[config.mk]
export PLATFORM = sky130hd
export DESIGN_NAME = sha256_core
export DESIGN_NICKNAME = d
export VERILOG_FILES = /design/src/rtl/sha2c_pkg.sv /design/src/rtl/sha2c_kconst.sv /design/src/rtl/sha2c_msg_window.sv /design/src/rtl/sha2c_round_regs.sv /design/src/rtl/sha256_core.sv
export SDC_FILE = /design/constraint.sdc
export NUM_CORES = 2
export LEC_CHECK = 0
export BUFFER_PORTS_ARGS = -buffer_cell sky130_fd_sc_hd__buf_2
export CORE_MARGIN = 2
export CORE_UTILIZATION = 45
export CTS_CLUSTER_SIZE = 20
export DETAILED_ROUTE_END_ITERATION = 7
export GPL_TIMING_DRIVEN = 0
export HOLD_SLACK_MARGIN = 0.02
export PLACE_DENSITY = 0.66
export SLEW_MARGIN = 20
export SYNTH_ARGS = -nofsm -noshare
export SYNTH_HDL_FRONTEND = slang
export SYNTH_SLANG_ARGS = --single-unit
[constraint.sdc]
create_clock -name clk -period 30.3 [get_ports clk]
set_clock_uncertainty 0.05 [all_clocks]
set_input_delay 1.515 -clock clk [delete_from_list [all_inputs] [get_ports clk]]
set_output_delay 1.515 -clock clk [all_outputs]
set_load 0.02 [all_outputs]
[src/rtl/sha2c_pkg.sv]
package sha2c_pkg;
  localparam int WORD_W   = 32;
  localparam int N_ROUNDS = 64;
  localparam int WIN_LEN  = 16;
  localparam int N_HWORDS = 8;
  localparam int BLK_W    = WIN_LEN * WORD_W;
  localparam int DIG_W    = N_HWORDS * WORD_W;

  typedef logic [WORD_W-1:0] word_t;
  typedef enum logic [1:0] {ST_IDLE = 2'd0, ST_RUN = 2'd1, ST_FOLD = 2'd2} core_st_e;

  function automatic word_t rotr(input word_t x, input int n);
    return (x >> n) | (x << (WORD_W - n));
  endfunction

  function automatic word_t big_sig0(input word_t x);
    return rotr(x, 2) ^ rotr(x, 13) ^ rotr(x, 22);
  endfunction

  function automatic word_t big_sig1(input word_t x);
    return rotr(x, 6) ^ rotr(x, 11) ^ rotr(x, 25);
  endfunction

  function automatic word_t sml_sig0(input word_t x);
    return rotr(x, 7) ^ rotr(x, 18) ^ (x >> 3);
  endfunction

  function automatic word_t sml_sig1(input word_t x);
    return rotr(x, 17) ^ rotr(x, 19) ^ (x >> 10);
  endfunction

  function automatic word_t f_choose(input word_t e, input word_t f, input word_t g);
    return (e & f) ^ (~e & g);
  endfunction

  function automatic word_t f_major(input word_t a, input word_t b, input word_t c);
    return (a & b) ^ (a & c) ^ (b & c);
  endfunction

  function automatic word_t start_word(input logic [2:0] i);
    case (i)
      3'd0: return 32'h6a09e667;
      3'd1: return 32'hbb67ae85;
      3'd2: return 32'h3c6ef372;
      3'd3: return 32'ha54ff53a;
      3'd4: return 32'h510e527f;
      3'd5: return 32'h9b05688c;
      3'd6: return 32'h1f83d9ab;
      default: return 32'h5be0cd19;
    endcase
  endfunction

  function automatic word_t round_const(input logic [5:0] i);
    case (i)
      6'd0:  return 32'h428a2f98; 6'd1:  return 32'h71374491;
      6'd2:  return 32'hb5c0fbcf; 6'd3:  return 32'he9b5dba5;
      6'd4:  return 32'h3956c25b; 6'd5:  return 32'h59f111f1;
      6'd6:  return 32'h923f82a4; 6'd7:  return 32'hab1c5ed5;
      6'd8:  return 32'hd807aa98; 6'd9:  return 32'h12835b01;
      6'd10: return 32'h243185be; 6'd11: return 32'h550c7dc3;
      6'd12: return 32'h72be5d74; 6'd13: return 32'h80deb1fe;
      6'd14: return 32'h9bdc06a7; 6'd15: return 32'hc19bf174;
      6'd16: return 32'he49b69c1; 6'd17: return 32'hefbe4786;
      6'd18: return 32'h0fc19dc6; 6'd19: return 32'h240ca1cc;
      6'd20: return 32'h2de92c6f; 6'd21: return 32'h4a7484aa;
      6'd22: return 32'h5cb0a9dc; 6'd23: return 32'h76f988da;
      6'd24: return 32'h983e5152; 6'd25: return 32'ha831c66d;
      6'd26: return 32'hb00327c8; 6'd27: return 32'hbf597fc7;
      6'd28: return 32'hc6e00bf3; 6'd29: return 32'hd5a79147;
      6'd30: return 32'h06ca6351; 6'd31: return 32'h14292967;
      6'd32: return 32'h27b70a85; 6'd33: return 32'h2e1b2138;
      6'd34: return 32'h4d2c6dfc; 6'd35: return 32'h53380d13;
      6'd36: return 32'h650a7354; 6'd37: return 32'h766a0abb;
      6'd38: return 32'h81c2c92e; 6'd39: return 32'h92722c85;
      6'd40: return 32'ha2bfe8a1; 6'd41: return 32'ha81a664b;
      6'd42: return 32'hc24b8b70; 6'd43: return 32'hc76c51a3;
      6'd44: return 32'hd192e819; 6'd45: return 32'hd6990624;
      6'd46: return 32'hf40e3585; 6'd47: return 32'h106aa070;
      6'd48: return 32'h19a4c116; 6'd49: return 32'h1e376c08;
      6'd50: return 32'h2748774c; 6'd51: return 32'h34b0bcb5;
      6'd52: return 32'h391c0cb3; 6'd53: return 32'h4ed8aa4a;
      6'd54: return 32'h5b9cca4f; 6'd55: return 32'h682e6ff3;
      6'd56: return 32'h748f82ee; 6'd57: return 32'h78a5636f;
      6'd58: return 32'h84c87814; 6'd59: return 32'h8cc70208;
      6'd60: return 32'h90befffa; 6'd61: return 32'ha4506ceb;
      6'd62: return 32'hbef9a3f7; default: return 32'hc67178f2;
    endcase
  endfunction
endpackage

[src/rtl/sha2c_kconst.sv]
module sha2c_kconst
  import sha2c_pkg::*;
#(
  parameter int ROUNDS = N_ROUNDS,
  localparam int AW = $clog2(ROUNDS)
) (
  input  logic          clk,
  input  logic          rst_n,
  input  logic          step,
  output logic [AW-1:0] addr,
  output word_t         k_out
);
  logic [AW-1:0] addr_q, addr_d;

  always_comb begin
    addr_d = addr_q;
    if (step) begin
      if (addr_q == AW'(ROUNDS - 1)) addr_d = '0;
      else                           addr_d = addr_q + AW'(1);
    end
  end

  always_ff @(posedge clk or negedge rst_n) begin
    if (!rst_n) addr_q <= '0;
    else        addr_q <= addr_d;
  end

  assign addr  = addr_q;
  assign k_out = round_const(6'(addr_q));

  // top address wraps to zero on the next round
  p_addr_wrap_r7: assert property (@(posedge clk) disable iff (!rst_n)
    (step && addr_q == AW'(ROUNDS - 1)) |=> (addr_q == '0));
endmodule

[src/rtl/sha2c_msg_window.sv]
module sha2c_msg_window
  import sha2c_pkg::*;
#(
  parameter int WIN = WIN_LEN,
  localparam int BW = WIN * WORD_W
) (
  input  logic          clk,
  input  logic          rst_n,
  input  logic          load,
  input  logic          step,
  input  logic [BW-1:0] blk,
  output word_t         w_cur,
  output word_t         w_next
);
  word_t win_q [WIN];
  word_t win_d [WIN];
  word_t grown;

  assign grown = sml_sig1(win_q[WIN-2]) + win_q[WIN-7] + sml_sig0(win_q[1]) + win_q[0];

  always_comb begin
    for (int i = 0; i < WIN; i++) win_d[i] = win_q[i];
    if (load) begin
      for (int i = 0; i < WIN; i++) win_d[i] = blk[(WIN-1-i)*WORD_W +: WORD_W];
    end else if (step) begin
      for (int i = 0; i < WIN-1; i++) win_d[i] = win_q[i+1];
      win_d[WIN-1] = grown;
    end
  end

  always_ff @(posedge clk or negedge rst_n) begin
    if (!rst_n) begin
      for (int i = 0; i < WIN; i++) win_q[i] <= '0;
    end else begin
      for (int i = 0; i < WIN; i++) win_q[i] <= win_d[i];
    end
  end

  assign w_cur  = win_q[0];
  assign w_next = win_q[1];

  // window shifts one word per round
  p_window_shift_r9: assert property (@(posedge clk) disable iff (!rst_n)
    (step && !load) |=> (w_cur == $past(w_next)));
endmodule

[src/rtl/sha2c_round_regs.sv]
module sha2c_round_regs
  import sha2c_pkg::*;
#(
  parameter int NW = N_HWORDS,
  localparam int SW = NW * WORD_W
) (
  input  logic          clk,
  input  logic          rst_n,
  input  logic          load,
  input  logic [SW-1:0] init,
  input  logic          step,
  input  word_t         k_in,
  input  word_t         w_in,
  output logic [SW-1:0] work
);
  word_t st_q [NW];
  word_t st_d [NW];
  word_t t1, t2;

  assign t1 = st_q[7] + big_sig1(st_q[4]) + f_choose(st_q[4], st_q[5], st_q[6]) + k_in + w_in;
  assign t2 = big_sig0(st_q[0]) + f_major(st_q[0], st_q[1], st_q[2]);

  always_comb begin
    for (int i = 0; i < NW; i++) st_d[i] = st_q[i];
    if (load) begin
      for (int i = 0; i < NW; i++) st_d[i] = init[SW-1-i*WORD_W -: WORD_W];
    end else if (step) begin
      st_d[0] = t1 + t2;
      st_d[1] = st_q[0];
      st_d[2] = st_q[1];
      st_d[3] = st_q[2];
      st_d[4] = st_q[3] + t1;
      st_d[5] = st_q[4];
      st_d[6] = st_q[5];
      st_d[7] = st_q[6];
    end
  end

  always_ff @(posedge clk or negedge rst_n) begin
    if (!rst_n) begin
      for (int i = 0; i < NW; i++) st_q[i] <= '0;
    end else begin
      for (int i = 0; i < NW; i++) st_q[i] <= st_d[i];
    end
  end

  generate
    for (genvar g = 0; g < NW; g++) begin : g_pack
      assign work[SW-1-g*WORD_W -: WORD_W] = st_q[g];
    end
  endgenerate

  // B,C,D and F,G,H are copies of the previous A,B,C and E,F,G
  p_shift_copy_r8: assert property (@(posedge clk) disable iff (!rst_n)
    (step && !load) |=> (work[223:128] == $past(work[255:160]) &&
                         work[95:0]    == $past(work[127:32])));
endmodule

[src/rtl/sha256_core.sv]
module sha256_core
  import sha2c_pkg::*;
(
  input  logic             clk,
  input  logic             rst_n,
  input  logic             blk_valid,
  output logic             blk_ready,
  input  logic             blk_first,
  input  logic [BLK_W-1:0] blk_data,
  output logic [DIG_W-1:0] digest,
  output logic             done
);
  localparam int CW = $clog2(N_ROUNDS);

  logic [1:0] rsync_q;
  logic       rst_i_n;

  always_ff @(posedge clk or negedge rst_n) begin
    if (!rst_n) rsync_q <= 2'b00;
    else        rsync_q <= {rsync_q[0], 1'b1};
  end
  assign rst_i_n = rsync_q[1];

  core_st_e       st_q, st_d;
  logic [CW-1:0]  rnd_q, rnd_d;
  logic           done_q, done_d;
  logic           accept, running, folding, upd_en;
  logic [CW-1:0]  k_addr;
  word_t          k_word, w_word, w_peek;
  logic [DIG_W-1:0] work, init_vec, iv_vec, dig_q, dig_d, fold_sum;

  assign blk_ready = (st_q == ST_IDLE);
  assign accept    = blk_valid && blk_ready;
  assign running   = (st_q == ST_RUN);
  assign folding   = (st_q == ST_FOLD);

  always_comb begin
    st_d   = st_q;
    rnd_d  = rnd_q;
    done_d = 1'b0;
    case (st_q)
      ST_IDLE: if (accept) begin
        st_d  = ST_RUN;
        rnd_d = '0;
      end
      ST_RUN: begin
        rnd_d = rnd_q + CW'(1);
        if (rnd_q == CW'(N_ROUNDS - 1)) st_d = ST_FOLD;
      end
      ST_FOLD: begin
        st_d   = ST_IDLE;
        done_d = 1'b1;
      end
      default: st_d = ST_IDLE;
    endcase
  end

  always_ff @(posedge clk or negedge rst_i_n) begin
    if (!rst_i_n) begin
      st_q   <= ST_IDLE;
      rnd_q  <= '0;
      done_q <= 1'b0;
    end else begin
      st_q   <= st_d;
      rnd_q  <= rnd_d;
      done_q <= done_d;
    end
  end

  sha2c_kconst #(.ROUNDS(N_ROUNDS)) u_kconst (
    .clk(clk), .rst_n(rst_i_n), .step(running), .addr(k_addr), .k_out(k_word)
  );

  sha2c_msg_window #(.WIN(WIN_LEN)) u_window (
    .clk(clk), .rst_n(rst_i_n), .load(accept), .step(running),
    .blk(blk_data), .w_cur(w_word), .w_next(w_peek)
  );

  sha2c_round_regs #(.NW(N_HWORDS)) u_rounds (
    .clk(clk), .rst_n(rst_i_n), .load(accept), .init(init_vec), .step(running),
    .k_in(k_word), .w_in(w_word), .work(work)
  );

  // Eight adders: initial vector onto a cleared digest, or working words onto the digest
  generate
    for (genvar g = 0; g < N_HWORDS; g++) begin : g_fold
      word_t opa, opb;
      assign iv_vec[DIG_W-1-g*WORD_W -: WORD_W] = start_word(3'(g));
      assign opa = folding ? work[DIG_W-1-g*WORD_W -: WORD_W] : start_word(3'(g));
      assign opb = folding ? dig_q[DIG_W-1-g*WORD_W -: WORD_W] : '0;
      assign fold_sum[DIG_W-1-g*WORD_W -: WORD_W] = opa + opb;
    end
  endgenerate

  assign init_vec = blk_first ? iv_vec : dig_q;
  assign upd_en   = folding || (accept && blk_first);

  always_comb begin
    dig_d = dig_q;
    if (upd_en) dig_d = fold_sum;
  end

  always_ff @(posedge clk or negedge rst_i_n) begin
    if (!rst_i_n) dig_q <= '0;
    else          dig_q <= dig_d;
  end

  assign digest = dig_q;
  assign done   = done_q;

  // completion is a single-cycle pulse with the core idle again
  p_done_single_r3: assert property (@(posedge clk) disable iff (!rst_i_n)
    done |=> !done);
  p_done_ready_r3: assert property (@(posedge clk) disable iff (!rst_i_n)
    done |-> blk_ready);
  // the core is busy right after it takes a block
  p_accept_busy_r2: assert property (@(posedge clk) disable iff (!rst_i_n)
    accept |=> !blk_ready);
  // constant address tracks the round index
  p_rom_align_r7: assert property (@(posedge clk) disable iff (!rst_i_n)
    running |-> (k_addr == rnd_q));
  // digest moves only on completion or first-block acceptance
  p_digest_hold_r10: assert property (@(posedge clk) disable iff (!rst_i_n)
    !$stable(digest) |-> (done || $past(accept && blk_first)));
endmodule

==> impl_metrics.tcl <==
set metrics [dict create \
    syn_area_mm2 0.0734 \
    ant_nets 0 \
    routabilityCongestion 1.04 \
    finalSetupViolCount 0 \
    startpoint_type "flop" \
    wl_mm 363 \
    critPathKind "flop to flop" \
    clk_latency_ns 0.84 \
    critPathCaptureType "flop" \
    hold_violations 0 \
    min_period_ns 12.66 \
    synth_flop_cell "dfrtp_1" \
    ys_seq_elements 1041 \
    grt_pass1_wl_mm 506 \
    grt_start_max_net_pins 58 \
    antenna_found_initial 105 \
    htree_levels 4 \
    drtIter0Drc 9504 \
    drive_gt1_share_pct 11.7 \
    grtUsageTotal_pct 42.3 \
    numPortBuffers 773 \
    mostFrequentLayoutCells "nand2_1 (1,828), dfrtp_1 (1,040), buf_2 (774)" \
    num_vias 73900 \
    syn_area_per_cell_um2 8.47 \
    syn_inst 8667 \
    syn_nets 9769 \
    vias_per_cell 6.20 \
    initial_core_util_pct 45.2 \
    slowest_delay_ns 0.91 \
    ioPinCount 774 \
    drc 0 \
    drt_first_pass_iters 6 \
    slew_violations 0 \
    area_growth_pct 16.5 \
    mostFrequentLayoutCell "nand2_1" \
    cp_max_fo 15 \
    hold_path_class "flop to asynchronous set/reset pin" \
    cts_sinks 1041 \
    cpMaxStageDelayCell "xnor2_1" \
    maxCapViolCount 0 \
    die_h_um 408 \
    cts-root-buf "clkbuf_16" \
    post_cts_resized 0 \
    hold_ws_ns 0.137 \
    layout.nets 10700 \
    synth_edf_count 0 \
    cts_made_buffers 132 \
    grt_pass1_vias 68700 \
    hpwl_mm 290 \
    wl_per_cell_um 30.4 \
    cts_hold_buffers 0 \
    yosys_warnings 0 \
    maxSlewHeadroom_pct 14.5 \
    rsz0062_at_grt "false" \
    setup_tns_ns 0 \
    die-area_mm2 0.166 \
    synth_cell_types 99 \
    max_freq_mhz 79.0 \
    die_x_um 408 \
    crit_top_cell "fa_1" \
    worstMarginPinSlew_ns 1.28 \
    core_area_mm2 0.162 \
    grt_overflow_total 0 \
    cts_tree "done" \
    cp.required_ns 30.95 \
    cts_buffer_depth 3 \
    yosysSeqAreaShare_pct 35.5 \
    cts.clk_slew.worst_paths_ns 0.06 \
    critPathArrivalTime_ns 13.31 \
    rows 148 \
    synthArstFlopShare_pct 100 \
    period_share_pct 41.8 \
    post_cts_buffers 0 \
    status "finished clean" \
]
==> synth_stat cells (236+ instances only) <==
cell,n,area [µm²]
inv_1,257,965
o21ai_0,461,2310
nor2_1,282,1060
nand2_1,1828,6860
dfrtp_1,1041,26000
ha_1,391,4890
a21oi_1,550,2750
a31oi_1,236,1480
xnor2_1,396,3470
a22oi_1,494,3710
and2_1,360,2250
clkbuf_1,559,2100
==> flip-flops by register name, indices dropped and copies added (netlist names) <==
name / cells
u_window.win_q: 448
digest: 256
u_rounds.work: 256
u_window.w_cur: 32
u_window.w_next: 32
rnd_q: 6
u_kconst.addr: 6
rsync_q: 2
st_q: 2
done: 1
==> kinds of logic (layout without fill, tap and decap cells) <==
logic type / count (synthesis) / count (layout) / synth area share [%]
AOI/OAI and AO/OA: 2380 / 2380 / 20.8
xor gates and xnor gates: 564 / 564 / 6.73
adders and majority gates: 607 / 607 / 12.3
buffers and inverters: 866 / 1903 / 4.43
DFF: 1041 / 1041 / 35.5
muxes: 55 / 55 / 0.924
other: 1 / 54 / 0.00511
and+or+nand+nor: 3153 / 3153 / 19.3
==> area by class of cell <==
class / count / area (µm²)
Clock inverter: 47 / 764
Timing Repair Buffer: 801 / 4590
Tap cell: 2175 / 2720
Sequential cell: 1041 / 26100
Buffer: 603 / 2300
Fill cell: 15500 / 76900
Inverter: 263 / 987
Antenna cell: 53 / 133
Multi-Input combinational cell: 6760 / 44100
Clock buffer: 189 / 3860
==> critical path: cells and delay by family (launching register included) <==
kind                     cells  cell delay [ns]
AND/OR/NAND/NOR              4             0.64
buffers and inverters        6             2.17
flip-flops                   1             0.66
XOR/XNOR                     2             1.05
adder cells (fa/ha/maj)      8             3.60
AO/OA/AOI/OAI               17             4.36
==> per-layer routing <==
metal | global-route usage (%) | wire length (µm) | vias to the layer above | share of wire, %
met4 | 27.4 | 27400 | 66 | 7.6
met3 | 12.0 | 43700 | 980 | 12
met1 | 56.0 | 140000 | 36300 | 39
met5 | 0 | 380 | - | 0.10
li1 | - | - | 32000 | -
met2 | 60.3 | 151000 | 4627 | 42
==> path summary, 6_finish.rpt <==
check / start / end / slack (ns) / cells after the start
worst max-delay path: u_kconst.addr[1] / u_rounds.work[254] / 17.64 / 37
worst min-delay path: rsync_q[1] / digest[235] / 0.14 / 0
worst max register to register: u_kconst.addr[1] / u_rounds.work[254] / 17.64 / 37
worst min register to register: rsync_q[1] / digest[235] / 0.14 / 0
max in group asynchronous: rsync_q[1] / digest[82] / 27.92 / 6
min in group clk: rsync_q[0] / rsync_q[1] / 0.30 / 0
==> stage by stage <==
stage | area, µm² | setup WS [ns] | cells | util, %
finish | 85500 | 17.64 | 11900 | 52.7
global route | 85500 | 17.43 | 11900 | 52.6
CTS | 85400 | 18.14 | 11900 | 52.6
detailed placement | 80800 | 18.16 | 11600 | 49.7
global placement | 80000 | 6.13 | 11600 | 49.3
floorplan | 73400 | 13.37 | 8667 | -
Power is left out: the tool's default activity adds up to more than one toggle a clock period on the data nets, which glitch-free logic cannot reach.
